<file path="config.mk">
export PLATFORM = sky130hd
export DESIGN_NAME = nibble_tile_mul16
export DESIGN_NICKNAME = d
export VERILOG_FILES = /design/src/rtl/tile_mul_pkg.sv /design/src/rtl/nib_xmul.sv /design/src/rtl/diag_router.sv /design/src/rtl/col_tree.sv /design/src/rtl/slice_chain.sv /design/src/rtl/nibble_tile_mul16.sv
export SDC_FILE = /design/constraint.sdc
export NUM_CORES = 1
export LEC_CHECK = 0
export ABC_CLOCK_PERIOD_IN_PS = 25900
export CORE_ASPECT_RATIO = 1.5
export CORE_MARGIN = 2
export CORE_UTILIZATION = 25
export DETAILED_ROUTE_END_ITERATION = 8
export PLACE_DENSITY = 0.4
export SYNTH_ARGS = -nofsm -noshare
export SYNTH_HDL_FRONTEND = slang
export SYNTH_HIERARCHICAL = 1
export SYNTH_SLANG_ARGS = --single-unit
</file>
<file path="constraint.sdc">
create_clock -name vclk -period 25.9
set_input_delay 3.885 -clock vclk [all_inputs]
set_output_delay 3.885 -clock vclk [all_outputs]
set_load 0.05 [all_outputs]
</file>
<file path="src/rtl/tile_mul_pkg.sv">
package tile_mul_pkg;
    localparam int NIB_W   = 4;
    localparam int NIB_CNT = 4;
endpackage

</file>
<file path="src/rtl/nib_xmul.sv">
module nib_xmul
    import tile_mul_pkg::*;
#(
    parameter int W = NIB_W
) (
    input  logic [W-1:0]   a,
    input  logic [W-1:0]   b,
    output logic [2*W-1:0] p
);
    localparam int AW     = $clog2(W * W + 1) + 2;
    localparam int PMAX_I = ((1 << W) - 1) * ((1 << W) - 1);

    logic [2*W-1:0] p_d;

    // Vertical and crosswise columns, summed from the low column upward.
    always_comb begin
        logic [AW-1:0] run;
        run = '0;
        p_d = '0;
        for (int c = 0; c < 2 * W; c++) begin
            for (int i = 0; i < W; i++) begin
                if ((c - i) >= 0 && (c - i) < W) begin
                    run = run + AW'(a[i] & b[c-i]);
                end
            end
            p_d[c] = run[0];
            run    = run >> 1;
        end
    end

    assign p = p_d;

    always_comb begin
        assert_zero_operand_R2: assert ((a != '0 && b != '0) || p == '0)
            else $error("tile product nonzero with zero operand");
        assert_tile_bound_R2: assert (32'(p) <= 32'(PMAX_I))
            else $error("tile product exceeds maximum");
    end
endmodule

</file>
<file path="src/rtl/diag_router.sv">
module diag_router
    import tile_mul_pkg::*;
#(
    parameter int W = NIB_W,
    parameter int N = NIB_CNT
) (
    input  logic [N*N-1:0][2*W-1:0]           prod,
    output logic [2*N-1:0][2*N-1:0][W-1:0]    terms
);
    // Slot i of result nibble n: low half of tile (i, n-i).
    // Slot N+i of result nibble n: high half of tile (i, n-1-i).
    always_comb begin
        terms = '0;
        for (int n = 0; n < 2 * N; n++) begin
            for (int i = 0; i < N; i++) begin
                if ((n - i) >= 0 && (n - i) < N) begin
                    terms[n][i] = prod[i*N+(n-i)][W-1:0];
                end
                if ((n - 1 - i) >= 0 && (n - 1 - i) < N) begin
                    terms[n][N+i] = prod[i*N+(n-1-i)][2*W-1:W];
                end
            end
        end
    end
endmodule

</file>
<file path="src/rtl/col_tree.sv">
module col_tree
    import tile_mul_pkg::*;
#(
    parameter int W  = NIB_W,
    parameter int T  = 2 * NIB_CNT,
    parameter int LV = $clog2(T),
    parameter int SW = W + LV
) (
    input  logic [T-1:0][W-1:0] terms,
    output logic [SW-1:0]       sum
);
    localparam int TP = 1 << LV;

    logic [SW-1:0] sum_d;

    always_comb begin
        logic [TP-1:0][SW-1:0] lvl;
        lvl = '0;
        for (int t = 0; t < T; t++) begin
            lvl[t] = SW'(terms[t]);
        end
        for (int l = 0; l < LV; l++) begin
            for (int t = 0; t < TP / 2; t++) begin
                if (t < (TP >> (l + 1))) begin
                    lvl[t] = lvl[2*t] + lvl[2*t+1];
                end
            end
        end
        sum_d = lvl[0];
    end

    assign sum = sum_d;
endmodule

</file>
<file path="src/rtl/slice_chain.sv">
module slice_chain
    import tile_mul_pkg::*;
#(
    parameter int W  = NIB_W,
    parameter int C  = 2 * NIB_CNT,
    parameter int SW = NIB_W + $clog2(2 * NIB_CNT)
) (
    input  logic [C-1:0][SW-1:0] colsum,
    output logic [C*W-1:0]       z,
    output logic                 spill
);
    logic [C*W-1:0] z_d;
    logic           spill_d;

    always_comb begin
        logic [SW:0] run;
        run = '0;
        z_d = '0;
        for (int n = 0; n < C; n++) begin
            run            = run + (SW+1)'(colsum[n]);
            z_d[n*W +: W]  = run[W-1:0];
            run            = run >> W;
        end
        spill_d = |run;
    end

    assign z     = z_d;
    assign spill = spill_d;
endmodule

</file>
<file path="src/rtl/nibble_tile_mul16.sv">
module nibble_tile_mul16
    import tile_mul_pkg::*;
#(
    parameter int W = NIB_W,
    parameter int N = NIB_CNT
) (
    input  logic [N*W-1:0]   x,
    input  logic [N*W-1:0]   y,
    output logic [2*N*W-1:0] z
);
    localparam int C  = 2 * N;
    localparam int LV = $clog2(C);
    localparam int SW = W + LV;

    logic [N*N-1:0][2*W-1:0]        prod;
    logic [C-1:0][C-1:0][W-1:0]     terms;
    logic [C-1:0][SW-1:0]           colsum;
    logic [2*N*W-1:0]               z_d;
    logic                           spill;

    for (genvar gi = 0; gi < N; gi++) begin : g_xn
        for (genvar gj = 0; gj < N; gj++) begin : g_yn
            nib_xmul #(.W(W)) i_tile (
                .a (x[gi*W +: W]),
                .b (y[gj*W +: W]),
                .p (prod[gi*N+gj])
            );
        end
    end

    diag_router #(.W(W), .N(N)) i_router (
        .prod  (prod),
        .terms (terms)
    );

    for (genvar gc = 0; gc < C; gc++) begin : g_col
        col_tree #(.W(W), .T(C), .LV(LV), .SW(SW)) i_tree (
            .terms (terms[gc]),
            .sum   (colsum[gc])
        );
    end

    slice_chain #(.W(W), .C(C), .SW(SW)) i_chain (
        .colsum (colsum),
        .z      (z_d),
        .spill  (spill)
    );

    assign z = z_d;

    always_comb begin
        assert_low_nibble_R3: assert (z_d[W-1:0] == prod[0][W-1:0])
            else $error("low result nibble differs from tile 0 low half");
        assert_no_overflow_R4: assert (!spill)
            else $error("carry left the top slice");
        assert_zero_operand_R5: assert ((x != '0 && y != '0) || z_d == '0)
            else $error("zero operand gave nonzero product");
        assert_unit_operand_R6: assert (y != (N*W)'(1) || z_d == (2*N*W)'(x))
            else $error("unit multiplier did not pass x through");
    end
endmodule

</file>
# Word-level counts from Yosys, hierarchy flattened
# Index checks and enable logic that the tools add are counted.
[op_classes] n_addsub=270 n_bitwise=256
[op_table] operator="5-bit by 1-bit adder with 5-bit output" n=64
[op_table] operator="6-bit by 1-bit adder with 6-bit output" n=48
[op_table] operator="1-bit AND" n=256
[op_table] operator="4-bit by 1-bit adder with 4-bit output" n=48
[op_table] operator="7-bit adder" n=22
[op_table] operator="6-bit by 7-bit adder with 7-bit output (first input constant)" n=16
[op_table] operator="3-bit by 1-bit adder with 3-bit output" n=32
[op_table] operator="4-bit by 4-bit adder with 5-bit output" n=12
[op_table] operator="2-bit by 1-bit adder with 2-bit output" n=16
[op_table] operator="4-bit by 7-bit adder with 8-bit output" n=4
[op_table] operator="4-bit by 7-bit adder with 7-bit output" n=3
[op_table] operator="7-bit by 4-bit adder with 7-bit output" n=3
[op_table] operator="3-bit by 7-bit adder with 8-bit output" n=1
[op_table] operator="4-bit adder" n=1
[word_totals] ff_bits=0 in_bits=32 output_inout_bits=32 elab_cells=526

# Depth between registers and ports, before layout
# Gate-level depths: netlist of the first run.
[logic_depth] word_depth=24 mapped_depth=66 depth_no_buf=65

# Hierarchy
# The synthesis of the first run kept the hierarchy.
[by_module_without_submodules] mod="col_tree (g_col[0].i_tree ...)" n_inst=7 cells_each=100 area_each_um2=908.4 seq_area_each_um2=0.0
[by_module_without_submodules] mod="nib_xmul (g_xn[0].g_yn[0].i_tile ...)" n_inst=11 cells_each=40 area_each_um2=337.8 seq_area_each_um2=0.0
[by_module_without_submodules] mod="diag_router" n_inst=1 cells_each=257 area_each_um2=1925.6 seq_area_each_um2=0.0
[by_module_without_submodules] mod="nib_xmul (g_xn[0].g_yn[2].i_tile ...)" n_inst=5 cells_each=40 area_each_um2=341.6 seq_area_each_um2=0.0
[by_module_without_submodules] mod="slice_chain" n_inst=1 cells_each=158 area_each_um2=1265.0 seq_area_each_um2=0.0
[by_module_without_submodules] mod="col_tree (g_col[4].i_tree)" n_inst=1 cells_each=100 area_each_um2=909.6 seq_area_each_um2=0.0

# Worst setup path after synthesis of the first run
# Ideal clock, no wire load.
[synth_timing] path_type="input to output" from="input port y[0]" to="output port z[30]" t_arrival_ns=18.879 setup_slack_ns=3.136 path_stages=64 path_buffers=1 path_cell_list="and2_1 > ha_1 > inv_1 > fa_1 > inv_1 > ha_1 > ha_1 > fa_1 > inv_1 > fa_1 > inv_1 > fa_1 > fa_1 > ha_1 > inv_1 > fa_1 > fa_1 > fa_1 > (+28 left out) > a21oi_1 > xnor2_1 > ha_1 > fa_1 > a21o_1 > a21oi_1 > xnor2_1 > ha_1 > inv_1 > fa_1 > nand2b_1 > a21boi_0 > nor2_1 > xnor2_1 > ha_1 > inv_1 > fa_1 > xnor2_1"
[synth_rtl] item="start: declaration" line_no="nibble_tile_mul16.sv:8" source="input logic [N*W-1:0] y,"
[synth_rtl] item="end: declaration" line_no="nibble_tile_mul16.sv:9" source="output logic [2*N*W-1:0] z"

==> results list, run 1 <==
- Status: finished, final reports clean
- Clock tree buffer count of the final layout: 0
* Number of buffers inserted to repair setup after CTS: 0
- Largest net degree at the start of global routing: 17
- In the synthesized netlist, the number of instances is 1815.
* Final TNS setup: 0 ps
- The floorplan step defined a die boundary enclosing 64300 sq um.
- Multi-input logic area: 12200 sq um
* Type of destination of the critical path: primary output
- Number of antenna violations at the first check in global routing: 0
- Before antenna repair, the detailed router went through 4 iterations.
* Starting density of the core: 25.1%
- Sequential cells placed in the final layout were counted as 0.
* Least-Margin Pin Slew: 641 ps
* Worst endpoint data arrival time: 21070 ps
- The tool flagged a number of max-cap violations equal to 0.
- Vias: 9965
* Routed Antenna Nets: 0
- Final period utilization: 96.3%
- Kind of path behind the tightest hold check: in -> out
- Setup violations remaining at the end of the flow were counted as 0.
* Ports placed on the boundary: 64
- Number of port buffers: 64
- Wires add up to 33.9 mm.
- The largest single stage delay on the critical path is 810 ps.
- The die is 310 microns tall.
- In this run, post-CTS hold repair placed 0 buffers.
* Detailed-route DRC error count: 0
- Via count of the first global-routing pass: 10900
* Achievable clock frequency: 40.1 MHz
- At the end of routability-driven placement, the weighted congestion stood at 0.786.
- Critical path peak fanout: 16
- Worst setup path category: in -> out
- Number of fillers in the final layout: 6826
- The core region is 61900 sq um.
* Residual overflow from global routing: 0
* Final net count: 2310
- Post-cts repair resize count: 0
- Cell with the largest stage delay on the worst path: sky130_fd_sc_hd__clkdlybuf4s50_1
- Count of synthesis-stage warnings from yosys: 6
- In this run the mean area of a mapped cell was 8.58 sq um.
- The worst setup path is launched from an input port.
* Number of placement rows: 112
- Dividing the detail-routed wire length by the instance count gives 13.2 microns.
- N_diodes: 0
- CP dominant cell by count: sky130_fd_sc_hd__fa_1
* Synth-to-Final Area Change: 2.63%
- The worst pin sits at a relative slew slack of 57.0%.
- Summed over all nets, the half-perimeter wirelength after detailed placement is 30.1 mm.
- Setup repair after global routing left no endpoint under its margin.
* Combined flip-flop and latch cell area: 0 sq um
* Final hold violation count: 0
* Total standard cell area after synthesis: 15600 sq um
- In the routed layout, each cell is associated on average with a via count of 3.87.
- The critical path contains buffers and inverters numbering 14 combined.
* Final slew viol count: 0
- Global routing usage summed across all routing layers: 10.9%
* CP Data Required Time: 22010 ps
- For the finished layout, the period the worst path requires is 24950 ps.
- In the final layout, the share of cells above drive strength 1 is 3.15%.
- Die width: 208 microns
- CP delay by family, top: adder cells
- Wire length of the first global-routing pass: 56.5 mm
- Iteration-0 DRC count of the detailed router: 204
## layout make-up
class	count	share of cell area, %
inverters	506	11.9
multi-input cells	1176	76.3
well taps	798	6.25
repair buffers	96	5.54
## cell usage in the layout, fill, tap and decap left out, drive strengths merged, types with 2 or more instances in the layout
cell type	n
a31oi	6
or4b	6
a21oi	45
o21bai	4
conb	128
nand2	125
inv	506
buf	32
a21o	63
nor3b	12
clkdlybuf4s50	62
o2111ai	8
or3b	2
ha	227
dlymetal6s2s	2
xor2	32
xnor2	55
nand2b	2
and4	5
fa	271
a211oi	7
nor2	6
o21ai	20
and2	146
## tightest hold or removal path, delay by kind of cell
kind                     cells  cell delay [ps]
buffers and inverters        3             1480
adder cells (fa/ha/maj)      2              310
AND/OR/NAND/NOR              1              260
## metal layers
layer / track usage, % / routed length [microns] / share of wire, %
met4: 1.62 / 649 / 1.9
met1: 12.5 / 13600 / 40
met3: 0.344 / 390 / 1.2
met5: 0 / 0 / 0
met2: 22.6 / 19300 / 57
## metrics by stage
stage | cells | hold WS [ps] | area, sq um | worst slack (ps) | util (%)
2_1_floorplan | 1942 | 8410 | 16000 | 3160 | -
4_1_cts | 2576 | 9870 | 16000 | 584 | 25.8
5_1_grt | 2576 | 9890 | 16000 | 28.8 | 25.8
3_3_place_gp | 2576 | 9860 | 16000 | 822 | 25.8
3_5_place_dp | 2576 | 9860 | 16000 | 602 | 25.8
6_report | 2576 | 9830 | 16000 | 947 | 25.8
## path summary, 6_finish.rpt
path,start,end,cells after the start
hold / removal,y[0],z[0],6
setup / recovery,x[0],z[31],66
Power of run 1 is not shown: default switching activity piles up to over one toggle a cycle in this logic, so the estimate is an artifact.
==> inputs of run 2 (changes only) <==
--- a/config.mk
+++ b/config.mk
@@ -10,7 +10,7 @@
 export CORE_MARGIN = 2
 export CORE_UTILIZATION = 25
 export DETAILED_ROUTE_END_ITERATION = 8
-export PLACE_DENSITY = 0.4
+export PLACE_DENSITY_LB_ADDON = 0.3
 export SYNTH_ARGS = -nofsm -noshare
 export SYNTH_HDL_FRONTEND = slang
 export SYNTH_HIERARCHICAL = 1
==> run 2 against run 1 <==
Die area did not move. Utilization barely moved. Non-clock buffer count fell by 1. Worst hold slack got worse by 17 ps. Via count rose by 0.73%. Flip-flop and latch count did not move. Clock-buffer cell count did not move. Global-route usage fell by 0.54 points. Critical path type unchanged. Highest routed layer unchanged.
==> results list, run 2 (synthesized netlist as in run 1, its figures left out) <==
- The region available for standard cell placement spans 61900 sq um.
* CP Data Required Time: 22010 ps
* Largest net degree at the start of global routing: 17
- Synth-to-Final Area Change: 2.55%
- Vias: 10000
- Number of antenna violations at the first check in global routing: 0
- Starting density of the core: 25.1%
- Sequential cell count: 0
- Using the TritonRoute via totals, the vias-per-cell ratio works out to 3.90.
- Setup repair after global routing missed its margin: no
* Detailed-route DRC error count: 0
- The floorplan has 112 rows.
* Worst slew margin relative to its limit: 49.9%
- Number of port buffers: 64
* Routed wire length per instance: 12.6 microns
- Die width: 208 microns
* Worst endpoint data arrival time: 21060 ps
- N_diodes: 0
- Finish-stage setup viols: 0
- For this run, the post-layout net count is 2309.
* Placer congestion estimate: 0.786
- Most common library cell in the layout ignoring fill and taps: sky130_fd_sc_hd__inv_1
* Number of buffers inserted to repair setup after CTS: 0
- After the first detailed-routing iteration, the DRC count stood at 231.
- STA classifies the critical path startpoint as an input port.
- Routed length on met2: 18.4 mm
- Metal-1 WL: 12.4 mm
* Final period utilization: 96.3%
- After detailed placement, the total cell area comes to 16000 sq um.
- In this run the vertical extent of the chip is 310 microns.
- Cell with the largest stage delay on the worst path: sky130_fd_sc_hd__clkdlybuf4s50_1
- Max-Cap Viols: 0
- The die covers 64300 sq um.
- The run finished with clean final reports.
* Combined flip-flop and latch cell area: 0 sq um
- Maximum single-stage delay on the critical path: 820 ps
- Share of layout cells above drive strength 1: 3.10%
- For this run the aggregate overflow at the end of global routing stands at 0.
- Hold buffer count at CTS: 0
- Highest layer used for signal routing: met4
* Hold Path Depth: 7
- After detailed routing, the met3 layer carries 441 microns of wire.
* Final slew viol count: 0
* CP dominant cell by count: sky130_fd_sc_hd__fa_1
* Clock tree buffer count of the final layout: 0
- Timing would allow up to 40.1 MHz.
* Wire length of the first global-routing pass: 54.6 mm
- Ports placed on the boundary: 64
- Once detail routing completed, the nets flagged for antenna violations numbered 0.
- Summed over all failing endpoints, the final setup total negative slack is 0 ps.
- Half-perimeter wire length after detailed placement: 29.1 mm
* Type of destination of the critical path: primary output
- Final worst path period need: 24950 ps
* Least-Margin Pin Slew: 749 ps
* Kind of path behind the tightest hold check: in -> out
- Worst setup path category: in -> out
- After detailed routing, the total wire length is 32.3 mm.
* Critical path peak fanout: 16
- The number of global-route vias before repair is 11100.
* Post-cts repair resize count: 0
* Area of all placed cells without fillers: 16000 sq um
- Global routing usage summed across all routing layers: 10.4%
* Final hold violation count: 0
- Leaving out fill and tap cells, the most frequent cells in the layout are 506 x sky130_fd_sc_hd__inv_1, 271 x sky130_fd_sc_hd__fa_1, 227 x sky130_fd_sc_hd__ha_1.
* Initial DRT Pass Iterations: 6
-- run 2: cell types whose count changed in the layout (fill, tap and decap cells not counted) --
cell                              change
sky130_fd_sc_hd__buf_4                -1
sky130_fd_sc_hd__dlymetal6s2s_1       -2
sky130_fd_sc_hd__clkdlybuf4s50_1      +2
-- run 2: routing by layer --
layer / vias to the layer above / track usage, %
li1: 4933 / -
met1: 4970 / 11.5
met2: 94 / 21.4
met3: 41 / 0.364
met4: 0 / 2.82
met5: - / 0
-- run 2: final timing paths --
path              startpoint    end  slack (ps)
setup / recovery        x[1]  z[30]         950
hold / removal         x[12]  z[24]        9810
-- run 2: critical path, delay by kind of cell --
family | cells | cell delay, ps
compound gates | 11 | 2830
xor+xnor | 8 | 1170
fa+ha+maj | 29 | 10540
buf+inv | 15 | 2220
simple gates | 3 | 400
-- run 2: layout make-up --
| class | count | area [sq um] |
|---|---|---|
| Inverter | 506 | 1900 |
| Multi-Input combinational cell | 1176 | 12200 |
| Fill cell | 6805 | 46000 |
| Tap cell | 798 | 998 |
| Timing Repair Buffer | 95 | 873 |
-- run 2: stage by stage --
stage          cells  utilization, %  hold slack, ps  worst slack [ps]
6_report        2575            25.8            9810               955
5_1_grt         2575            25.8            9890               130
4_1_cts         2575            25.8            9830               883
3_5_place_dp    2575            25.8            9830               897
3_3_place_gp    2575            25.8            9830               964
2_1_floorplan   1942               -            8410              3160
Power of run 2 is left out for the same reason.
